<file path="config.mk">
export PLATFORM = sky130hd
export DESIGN_NAME = sbit_shuffler
export DESIGN_NICKNAME = d
export VERILOG_FILES = /design/src/rtl/shuf_pkg.sv /design/src/rtl/shuf_ctrl.sv /design/src/rtl/shuf_dir_sel.sv /design/src/rtl/shuf_half.sv /design/src/rtl/shuf_line.sv /design/src/rtl/sbit_shuffler.sv
export SDC_FILE = /design/constraint.sdc
export NUM_CORES = 1
export LEC_CHECK = 0
export CAP_MARGIN = 40
export CORE_UTILIZATION = 40
export CTS_CLUSTER_DIAMETER = 30
export DETAILED_ROUTE_END_ITERATION = 16
export DONT_BUFFER_PORTS = 1
export GPL_TIMING_DRIVEN = 0
export PLACE_DENSITY_LB_ADDON = 0.05
export SYNTH_ARGS = -nofsm -noshare
export SYNTH_HDL_FRONTEND = slang
export SYNTH_SLANG_ARGS = --single-unit
</file>
<file path="constraint.sdc">
create_clock -name clk -period 4.5 [get_ports clk]
set_input_delay 0 -clock clk [delete_from_list [all_inputs] [get_ports clk]]
set_output_delay 0 -clock clk [all_outputs]
set_load 0.03 [all_outputs]
</file>
<file path="src/rtl/shuf_pkg.sv">
`timescale 1ns/1ps
// Shared types for the stochastic bitstream shuffler.
// Assumes nothing beyond standard SystemVerilog enums.
package shuf_pkg;

    // Sequencer phases of one stream.
    typedef enum logic [2:0] {
        ST_IDLE    = 3'd0,
        ST_PRIME   = 3'd1,
        ST_RUN     = 3'd2,
        ST_DRAIN_R = 3'd3,
        ST_DRAIN_L = 3'd4,
        ST_FIN     = 3'd5
    } shuf_state_e;

    // Which half of the line advances; the value doubles as the half index.
    typedef enum logic {
        DIR_LEFT  = 1'b0,
        DIR_RIGHT = 1'b1
    } shuf_dir_e;

    localparam int unsigned NUM_HALVES = 2;

endpackage

</file>
<file path="src/rtl/shuf_ctrl.sv">
`timescale 1ns/1ps
// Step sequencer: walks one stream through priming, coin-driven and draining
// steps, and tells the storage line when to load, when to advance, and whether
// the direction is forced.
// Assumes STREAM_LEN >= 2 and that in_valid is low during the drain steps.
module shuf_ctrl
    import shuf_pkg::*;
#(
    parameter int unsigned STREAM_LEN = 8,
    localparam int unsigned CNT_W = (STREAM_LEN > 2) ? $clog2(STREAM_LEN) : 1
) (
    input  logic        clk,
    input  logic        rst_n,
    input  logic        start,
    input  logic        in_valid,
    output shuf_state_e state_o,
    output logic        load_o,
    output logic        step_o,
    output logic        set_en_o,
    output shuf_dir_e   set_dir_o,
    output logic        emit_o,
    output logic        fin_o
);

    localparam logic [CNT_W-1:0] LAST_IDX = CNT_W'(STREAM_LEN - 1);

    shuf_state_e      state_q, state_d;
    logic [CNT_W-1:0] cnt_q, cnt_d;

    // Next-state and step-control decode for the current phase.
    always_comb begin
        state_d   = state_q;
        cnt_d     = cnt_q;
        load_o    = 1'b0;
        step_o    = 1'b0;
        set_en_o  = 1'b0;
        set_dir_o = DIR_LEFT;
        emit_o    = 1'b0;
        fin_o     = 1'b0;
        case (state_q)
            ST_IDLE: begin
                if (start) begin
                    state_d = ST_PRIME;
                    cnt_d   = '0;
                end
            end
            ST_PRIME: begin
                if (in_valid) begin
                    load_o    = 1'b1;
                    step_o    = 1'b1;
                    set_en_o  = 1'b1;
                    set_dir_o = (cnt_q == '0) ? DIR_RIGHT : DIR_LEFT;
                    cnt_d     = cnt_q + 1'b1;
                    if (cnt_q != '0) begin
                        state_d = (STREAM_LEN == 2) ? ST_DRAIN_R : ST_RUN;
                    end
                end
            end
            ST_RUN: begin
                if (in_valid) begin
                    load_o = 1'b1;
                    step_o = 1'b1;
                    emit_o = 1'b1;
                    cnt_d  = cnt_q + 1'b1;
                    if (cnt_q == LAST_IDX) begin
                        state_d = ST_DRAIN_R;
                    end
                end
            end
            ST_DRAIN_R: begin
                step_o    = 1'b1;
                set_en_o  = 1'b1;
                set_dir_o = DIR_RIGHT;
                emit_o    = 1'b1;
                state_d   = ST_DRAIN_L;
            end
            ST_DRAIN_L: begin
                step_o    = 1'b1;
                set_en_o  = 1'b1;
                set_dir_o = DIR_LEFT;
                emit_o    = 1'b1;
                state_d   = ST_FIN;
            end
            ST_FIN: begin
                fin_o   = 1'b1;
                state_d = ST_IDLE;
            end
            default: state_d = ST_IDLE;
        endcase
    end

    // Phase and accepted-bit counter registers.
    always_ff @(posedge clk) begin
        if (!rst_n) begin
            state_q <= ST_IDLE;
            cnt_q   <= '0;
        end else begin
            state_q <= state_d;
            cnt_q   <= cnt_d;
        end
    end

    assign state_o = state_q;

endmodule

</file>
<file path="src/rtl/shuf_dir_sel.sv">
`timescale 1ns/1ps
// Direction select: a forced direction wins over the coin bit whenever the
// sequencer asserts its set-enable.
// Assumes rnd_bit is a settled synchronous input.
module shuf_dir_sel
    import shuf_pkg::*;
(
    input  logic      set_en,
    input  shuf_dir_e set_dir,
    input  logic      rnd_bit,
    output shuf_dir_e dir_o
);

    // Choose the forced direction or the coin.
    always_comb begin
        dir_o = set_en ? set_dir : shuf_dir_e'(rnd_bit);
    end

endmodule

</file>
<file path="src/rtl/shuf_half.sv">
`timescale 1ns/1ps
// One half of the storage line: an outer cell that receives input bits and an
// inner cell next to the centre. On advance, the (possibly freshly loaded)
// outer value moves into the inner cell.
// Assumes load is asserted only together with a step of the whole line.
module shuf_half (
    input  logic clk,
    input  logic rst_n,
    input  logic load,
    input  logic load_bit,
    input  logic adv,
    output logic inner_o
);

    logic outer_q, inner_q, outer_n;

    // Outer value as seen after this step's write.
    always_comb begin
        outer_n = load ? load_bit : outer_q;
    end

    // Outer and inner cell update.
    always_ff @(posedge clk) begin
        if (!rst_n) begin
            outer_q <= 1'b0;
            inner_q <= 1'b0;
        end else begin
            outer_q <= outer_n;
            if (adv) begin
                inner_q <= outer_n;
            end
        end
    end

    assign inner_o = inner_q;

endmodule

</file>
<file path="src/rtl/shuf_line.sv">
`timescale 1ns/1ps
// Five-cell storage line: two halves around a centre cell. A step advances
// only the half named by dir; its old inner bit enters the centre.
// Assumes dir is valid whenever step is high.
module shuf_line
    import shuf_pkg::*;
(
    input  logic                  clk,
    input  logic                  rst_n,
    input  logic                  load,
    input  logic                  in_bit,
    input  logic                  step,
    input  shuf_dir_e             dir,
    output logic                  centre_o,
    output logic [NUM_HALVES-1:0] inner_o
);

    logic [NUM_HALVES-1:0] inner;
    logic                  centre_q;

    for (genvar h = 0; h < NUM_HALVES; h++) begin : g_half
        shuf_half u_half (
            .clk      (clk),
            .rst_n    (rst_n),
            .load     (load),
            .load_bit (in_bit),
            .adv      (step && (dir == shuf_dir_e'(h))),
            .inner_o  (inner[h])
        );
    end

    // Centre cell takes the old inner bit of the advancing half.
    always_ff @(posedge clk) begin
        if (!rst_n) begin
            centre_q <= 1'b0;
        end else if (step) begin
            centre_q <= inner[dir];
        end
    end

    assign centre_o = centre_q;
    assign inner_o  = inner;

endmodule

</file>
<file path="src/rtl/sbit_shuffler.sv">
`timescale 1ns/1ps
// Stochastic bitstream shuffler top: sequencer, direction select and storage
// line, with registered output valid and done flags.
// Assumes STREAM_LEN >= 2, one input bit per accepted cycle, and in_valid low
// between the last input bit and the next start.
module sbit_shuffler
    import shuf_pkg::*;
#(
    parameter int unsigned STREAM_LEN = 8
) (
    input  logic clk,
    input  logic rst_n,
    input  logic start,
    input  logic in_valid,
    input  logic in_bit,
    input  logic rnd_bit,
    output logic out_valid,
    output logic out_bit,
    output logic done
);

    shuf_state_e           st;
    logic                  ld, stp, set_en, emit, fin;
    shuf_dir_e             set_dir, dir;
    logic [NUM_HALVES-1:0] inner;
    logic                  out_valid_q, done_q;

    shuf_ctrl #(.STREAM_LEN(STREAM_LEN)) u_ctrl (
        .clk       (clk),
        .rst_n     (rst_n),
        .start     (start),
        .in_valid  (in_valid),
        .state_o   (st),
        .load_o    (ld),
        .step_o    (stp),
        .set_en_o  (set_en),
        .set_dir_o (set_dir),
        .emit_o    (emit),
        .fin_o     (fin)
    );

    shuf_dir_sel u_dir (
        .set_en  (set_en),
        .set_dir (set_dir),
        .rnd_bit (rnd_bit),
        .dir_o   (dir)
    );

    shuf_line u_line (
        .clk      (clk),
        .rst_n    (rst_n),
        .load     (ld),
        .in_bit   (in_bit),
        .step     (stp),
        .dir      (dir),
        .centre_o (out_bit),
        .inner_o  (inner)
    );

    // Registered output-valid and end-of-stream flags.
    always_ff @(posedge clk) begin
        if (!rst_n) begin
            out_valid_q <= 1'b0;
            done_q      <= 1'b0;
        end else begin
            out_valid_q <= emit;
            done_q      <= fin;
        end
    end

    assign out_valid = out_valid_q;
    assign done      = done_q;

endmodule

</file>
### Word-level counts from Yosys, hierarchy flattened

Index checks and enable logic that the tools add are counted.

* memory bits (read-only): 0
* RAM bits: 0
* output and inout bits: 3
* flip-flop bits (word level): 13
* latch bits: 0
* memories: 0
* logic and storage cells: 57

* reductions and logical operators: 10
* shifts and indexed selects: 0
* multiply operators: 0
* divide/modulo/power cells: 0
* order comparisons: 1
* add/sub/neg operators: 1
* equality and inequality tests: 12
* bitwise logic cells: 1
* multiplexer cells: 23

Operators by type and width (count)
* 3-bit two-way mux: 7
* 3-bit case mux with 5 select lines: 1
* 1-bit two-way mux: 10
* 3-bit == test, second input constant: 3
* 1-bit case mux with 2 select lines: 4
* 3-bit by 2-bit == test with 1-bit output, second input constant: 2
* 3-bit logical NOT: 2
* 2-bit by 1-bit inequality test with 1-bit output, second input constant: 3
* 2-bit inequality test, second input constant: 3
* 3-bit case mux with 2 select lines: 1
* 5-bit AND reduction: 1
* 2-bit OR reduction: 2
* 3-bit by 1-bit adder with 3-bit output, second input constant: 1
* 3-bit by 1-bit == test with 1-bit output, second input constant: 1
* 3-bit AND reduction: 1
* 3-bit nonzero test: 1
* 1-bit logical AND: 2
* 1-bit by 2-bit less-than comparator with 1-bit output, second input constant: 1
* 2-bit nonzero test: 1
* 1-bit NOT: 1

### Longest topological paths before layout

* word-level depth: 7
* gate-level depth with buffers: 6
* gate-level depth less buffers: 6

### By module

Synthesis repeated with hierarchy kept, for this count alone.

* cell total of the unflattened synthesis: 77
* area, all modules: 681.9 sq um

By module, submodules not included
* shuf_ctrl: times used 1, cells an instance 54, sequential area each 120.1 sq um, area an instance 425.4 sq um
* shuf_half: times used 2, cells an instance 6, sequential area each 40.0 sq um, area an instance 66.3 sq um
* shuf_line: times used 1, cells an instance 6, sequential area each 20.0 sq um, area an instance 56.3 sq um
* sbit_shuffler: times used 1, cells an instance 4, sequential area each 40.0 sq um, area an instance 52.6 sq um
* shuf_dir_sel: times used 1, cells an instance 1, sequential area each 0.0 sq um, area an instance 15.0 sq um

### Worst setup path before layout

No wires, ideal clock.

* path kind: reg2reg
* start point: register u_ctrl.cnt_q[0]
* end point: register u_line.g_half[0].u_half.inner_q
* clock period less this slack: 1507 ps
* slack: 2993 ps
* arrival time: 1386 ps
* cell stages (with the launch flop): 7
* buffers on the path: 0
* data required time: 4379 ps
* path through: dfxtp_1 -> inv_1 -> ha_1 -> and3b_1 -> o21ai_1 -> nand3_2 -> mux2_4

* word-level cells in the longest chain between the ends: 7

RTL lines
* start: declaration: RTL line shuf_ctrl.sv:28 `logic [CNT_W-1:0] cnt_q, cnt_d;`
* start signal: assignment: RTL line shuf_ctrl.sv:99 `cnt_q <= cnt_d;`
* 3-bit logical NOT: RTL line shuf_ctrl.sv:52 `set_dir_o = (cnt_q == '0) ? DIR_RIGHT : DIR_LEFT;`
* 1-bit two-way mux: RTL line shuf_ctrl.sv:52
* 1-bit two-way mux: RTL line shuf_ctrl.sv:48 `if (in_valid) begin`
* 1-bit case mux with 2 select lines: RTL line shuf_ctrl.sv:40 `case (state_q)`
* 1-bit two-way mux: RTL line shuf_dir_sel.sv:16 `dir_o = set_en ? set_dir : shuf_dir_e'(rnd_bit);`
* 1-bit NOT: RTL line shuf_line.sv:27 `.adv (step && (dir == shuf_dir_e'(h))),`
* 1-bit logical AND: RTL line shuf_line.sv:27
* end signal: assignment: RTL line shuf_half.sv:30 `inner_q <= outer_n;`
* end: declaration: RTL line shuf_half.sv:15 `logic outer_q, inner_q, outer_n;`

No other way between the ends.
A chain may end at the register's enable or synchronous reset.

### Worst setup path in the final report

Ends and elaborated chain as after synthesis.

==> PnR_summary.wiki <==
{| class="wikitable"
! Metric !! Value
|-
| Result of the run || complete, no violations
|-
| Slack of the critical path || 2.86 ns
|-
| Cell area after synthesis || 726 sq um
|-
| Detailed placement HPWL || 940 um
|-
| Antenna Cells || 0
|-
| Total power divided by cell area || 285 nW/um^2
|-
| Vias || 538
|-
| Final antenna-violating net count || 0
|-
| Final-stage net count || 91
|-
| Final setup TNS || 0 ns
|-
| Maximum count of clock buffers along a single path || 2
|-
| Combined buffer and inverter count along the critical path || 1
|-
| Area share of the largest cell type after synthesis || 0.359
|-
| Share of final-layout standard cells stronger than drive strength 1 || 0.160
|-
| Clock Skew || 0.000408 ns
|-
| RSZ-0062 raised after global routing || false
|-
| Power spent charging and discharging nets || 0.0585 mW
|-
| Global-route wire length before repair || 2.23 mm
|-
| Worst Hold Margin || 0.0458 ns
|-
| Rel. slew slack || 0.732
|-
| CP peak stage delay || 0.38 ns
|-
| Antenna violations before repair || 0
|-
| Worst Setup SP || u_ctrl.cnt_q[0]
|-
| Post-layout total power || 0.226 mW
|-
| H-tree depth reported by CTS || 1
|-
| Register-to-Register Setup Slack || 2.86 ns
|-
| Classification of the worst setup path || reg -> reg
|-
| Type of the tightest min-delay check || in -> reg
|-
| Share of total power in sequential cells || 0.549
|-
| Number of buffers inserted during clock tree synthesis || 3
|-
| Worst-margin pin slew || 0.403 ns
|-
| Worst EP required || 4.66 ns
|-
| Total die area || 1990 sq um
|-
| Max-cap check violation count || 0
|-
| Net count after synthesis || 85
|-
| Startpoint class of the critical path || flip-flop
|-
| Total track usage || 0.153
|-
| Leak Pwr || 0.329 nW
|-
| Sw Share || 0.259
|-
| Cell types occupying the most area after synthesis || sky130_fd_sc_hd__dfxtp_1, sky130_fd_sc_hd__ha_1, sky130_fd_sc_hd__nor2b_1, sky130_fd_sc_hd__mux2_4, sky130_fd_sc_hd__o21a_1
|-
| Highest Clock Rate || 609 MHz
|-
| Rows || 15
|-
| Routed via count divided by cell count || 5.08
|-
| Maximum number of pins on one net before global-route repair || 11
|-
| CP Capture Type || flip-flop
|-
| Critical R2R Launch || u_ctrl.cnt_q[0]
|-
| Number of register bits inferred by synthesis || 13
|-
| Unique masters post-synth || 35
|-
| Final-report max-slew violation count || 0
|-
| Final number of setup-violating endpoints || 0
|-
| FF-to-FF End || u_line.g_half[0].u_half.inner_o
|-
| Clock group share of total power || 0.316
|-
| Series of cell instances along the critical path || inv_1 -> ha_1 -> and3b_1 -> o21ai_1 -> nand3_2 -> mux2_4
|-
| Routability congestion estimate from global placement || 0.714
|-
| Library cell contributing the largest single delay on the critical path || sky130_fd_sc_hd__dfxtp_1
|-
| Dpl cells || 101
|-
| Period minus WS final || 1.64 ns
|-
| Post-CTS Setup Inserts || 0
|-
| Worst-path maximum fanout || 4
|-
| Filler-free cell count of the finished design || 106
|-
| Kind of cell adding the most delay to the critical path || flip-flops
|-
| Maximum VDD drop || 209 uV
|-
| Clock tree from TritonCTS || yes
|-
| Depth of the most critical reg-to-reg path || 6
|-
| Routed len/inst || 12.1 um
|-
| Proportion of synthesized chip area in sequential cells || 0.359
|-
| Worst-path clk slew || 0.08 ns
|-
| Critical path destination || u_line.g_half[0].u_half.inner_o
|-
| Cell area after placement || 757 sq um
|-
| Number of global-route vias before repair || 485
|-
| Post-route design area || 793 sq um
|-
| Number of cells on the critical path || 6
|-
| First-pass detailed-route iteration total || 4
|-
| Clock sink total || 13
|-
| Chip Height || 44.6 um
|-
| Initial core utilization || 0.425
|-
| Later-pin clock latency in the skew report || 0.27 ns
|-
| Total of warnings raised by yosys || 0
|-
| Hold violation total from the final report || 0
|-
| Post-Syn Area per Cell || 9.55 sq um
|-
| Cells after Synth || 76
|-
| DRC violation count after routing || 0
|-
| Period Utilization, post-route || 0.365
|-
| Signed area change from the synthesized netlist to the final layout || 9.31%
|-
| Buffer type at the clock tree root || sky130_fd_sc_hd__clkbuf_4
|-
| Port buffer count || 0
|-
| Arrival time at the worst endpoint || 1.81 ns
|-
| Fin util || 0.464
|-
| DP Worst Slack || 2.87 ns
|-
| Cell Int Power || 0.168 mW
|-
| Post-detailed-routing wire length || 1.29 mm
|-
| Comb pwr share || 0.135
|-
| I/O pins || 9
|-
| Dominant cell type by area after synthesis || sky130_fd_sc_hd__dfxtp_1
|-
| Placeable core area || 1710 sq um
|-
| DRC marker count from the first detailed-route iteration || 6
|-
| GR Overflow Total || 0
|-
| Die X || 44.6 um
|}
## power groups by stage
| stage | sequential [mW] | combinational [mW] | clock, mW |
|---|---|---|---|
| after floorplan | 0.126 | 0.0248 | 0 |
| after global placement | 0.127 | 0.0295 | 0 |
| after detailed placement | 0.127 | 0.0297 | 0 |
| after CTS | 0.124 | 0.0308 | 0.0741 |
| after global routing | 0.125 | 0.0348 | 0.0795 |
| final | 0.124 | 0.0306 | 0.0713 |
## flip-flops by register name (all words and copies together), names as in the netlist
register,flops
done,1
u_ctrl.state_o,3
u_line.g_half.u_half.outer_q,2
u_line.g_half.u_half.inner_o,2
out_valid,1
u_ctrl.cnt_q,3
u_line.centre_o,1
## synthesized netlist by cell type
cell,number
sky130_fd_sc_hd__ha_1,3
sky130_fd_sc_hd__and3b_1,1
sky130_fd_sc_hd__a31oi_1,2
sky130_fd_sc_hd__o211ai_2,1
sky130_fd_sc_hd__buf_6,1
sky130_fd_sc_hd__a21oi_1,4
sky130_fd_sc_hd__inv_1,3
sky130_fd_sc_hd__buf_2,2
sky130_fd_sc_hd__a21boi_0,3
sky130_fd_sc_hd__and2_1,1
sky130_fd_sc_hd__nand2b_1,2
sky130_fd_sc_hd__o21bai_1,1
sky130_fd_sc_hd__a21oi_2,1
sky130_fd_sc_hd__o21a_1,4
sky130_fd_sc_hd__buf_4,1
sky130_fd_sc_hd__o21ai_1,3
sky130_fd_sc_hd__mux2i_1,2
sky130_fd_sc_hd__a22o_1,2
sky130_fd_sc_hd__dfxtp_1,13
sky130_fd_sc_hd__nand4_1,1
sky130_fd_sc_hd__clkbuf_1,1
sky130_fd_sc_hd__nand2_1,2
sky130_fd_sc_hd__and3_1,2
sky130_fd_sc_hd__and4b_1,1
sky130_fd_sc_hd__a21o_1,2
sky130_fd_sc_hd__or3b_4,1
sky130_fd_sc_hd__nand3b_1,1
sky130_fd_sc_hd__nor2b_1,5
sky130_fd_sc_hd__nor3b_1,1
sky130_fd_sc_hd__nand3_1,1
sky130_fd_sc_hd__xor2_1,1
sky130_fd_sc_hd__o21ai_0,1
sky130_fd_sc_hd__mux2_4,2
sky130_fd_sc_hd__a21boi_1,3
sky130_fd_sc_hd__nand3_2,1
## layout by cell type, fill, tap and decap left out, types with 3 or more instances in the layout
| cell type | count |
|---|---|
| sky130_fd_sc_hd__nor2b_1 | 5 |
| sky130_fd_sc_hd__a21oi_1 | 4 |
| sky130_fd_sc_hd__a21boi_0 | 3 |
| sky130_fd_sc_hd__a21boi_1 | 3 |
| sky130_fd_sc_hd__clkbuf_4 | 3 |
| sky130_fd_sc_hd__dfxtp_1 | 13 |
| sky130_fd_sc_hd__o21a_1 | 4 |
| sky130_fd_sc_hd__ha_1 | 3 |
| sky130_fd_sc_hd__o21ai_1 | 3 |
| sky130_fd_sc_hd__inv_1 | 3 |
## final cells by class
cell class / count / area [sq um]
fillers: 170 / 915
multi-input cells: 55 / 422
flip-flops and latches: 13 / 260
plain buffers: 5 / 32.5
well taps: 25 / 31.3
clock buffers: 4 / 26.3
inverters: 3 / 11.3
repair buffers: 1 / 10.0
## tightest hold or removal path, stage by stage
cell                      delay (ns)
sky130_fd_sc_hd__and3_1         0.14
sky130_fd_sc_hd__o21ai_1        0.10
sky130_fd_sc_hd__inv_1          0.05
## routing by layer
metal,track usage,share of wire,vias up
li1,-,-,281
met1,0.213,0.51,249
met2,0.224,0.46,8
met3,0.0653,0.035,0
met4,0.0182,0,0
met5,0,0,-
## how the worst min path moves through the flow
| stage | from | to | slack [ns] | cells past startpoint |
|---|---|---|---|---|
| 4_1_cts | in_bit | u_line.g_half[1].u_half.outer_q | 0.04 | 3 |
| 6_report | in_bit | u_line.g_half[1].u_half.outer_q | 0.05 | 3 |
| 3_5_place_dp | rst_n | u_line.g_half[1].u_half.inner_o | 0.19 | 2 |
| 3_3_place_gp | rst_n | u_line.g_half[1].u_half.inner_o | 0.19 | 2 |
| 5_1_grt | in_bit | u_line.g_half[0].u_half.outer_q | 0.06 | 2 |
| 2_1_floorplan | rst_n | u_line.g_half[1].u_half.inner_o | 0.17 | 2 |
## cells by family (layout without fill, tap and decap cells)
family,after synthesis,count (layout),synth area share
fa+ha+maj,3,3,0.0517
buf+inv,8,13,0.0603
flops,13,13,0.359
compound gates,27,27,0.260
simple gates,20,20,0.188
mux,4,4,0.0690
xor+xnor,1,1,0.0121
## timing repair
| action | CTS | global route |
|---|---|---|
| resized for setup | 0 | 0 |
| hold buffers | 1 | 0 |
| endpoints found under the hold margin | 3 | 0 |
Note: power is estimated with default switching activity, not from simulation.
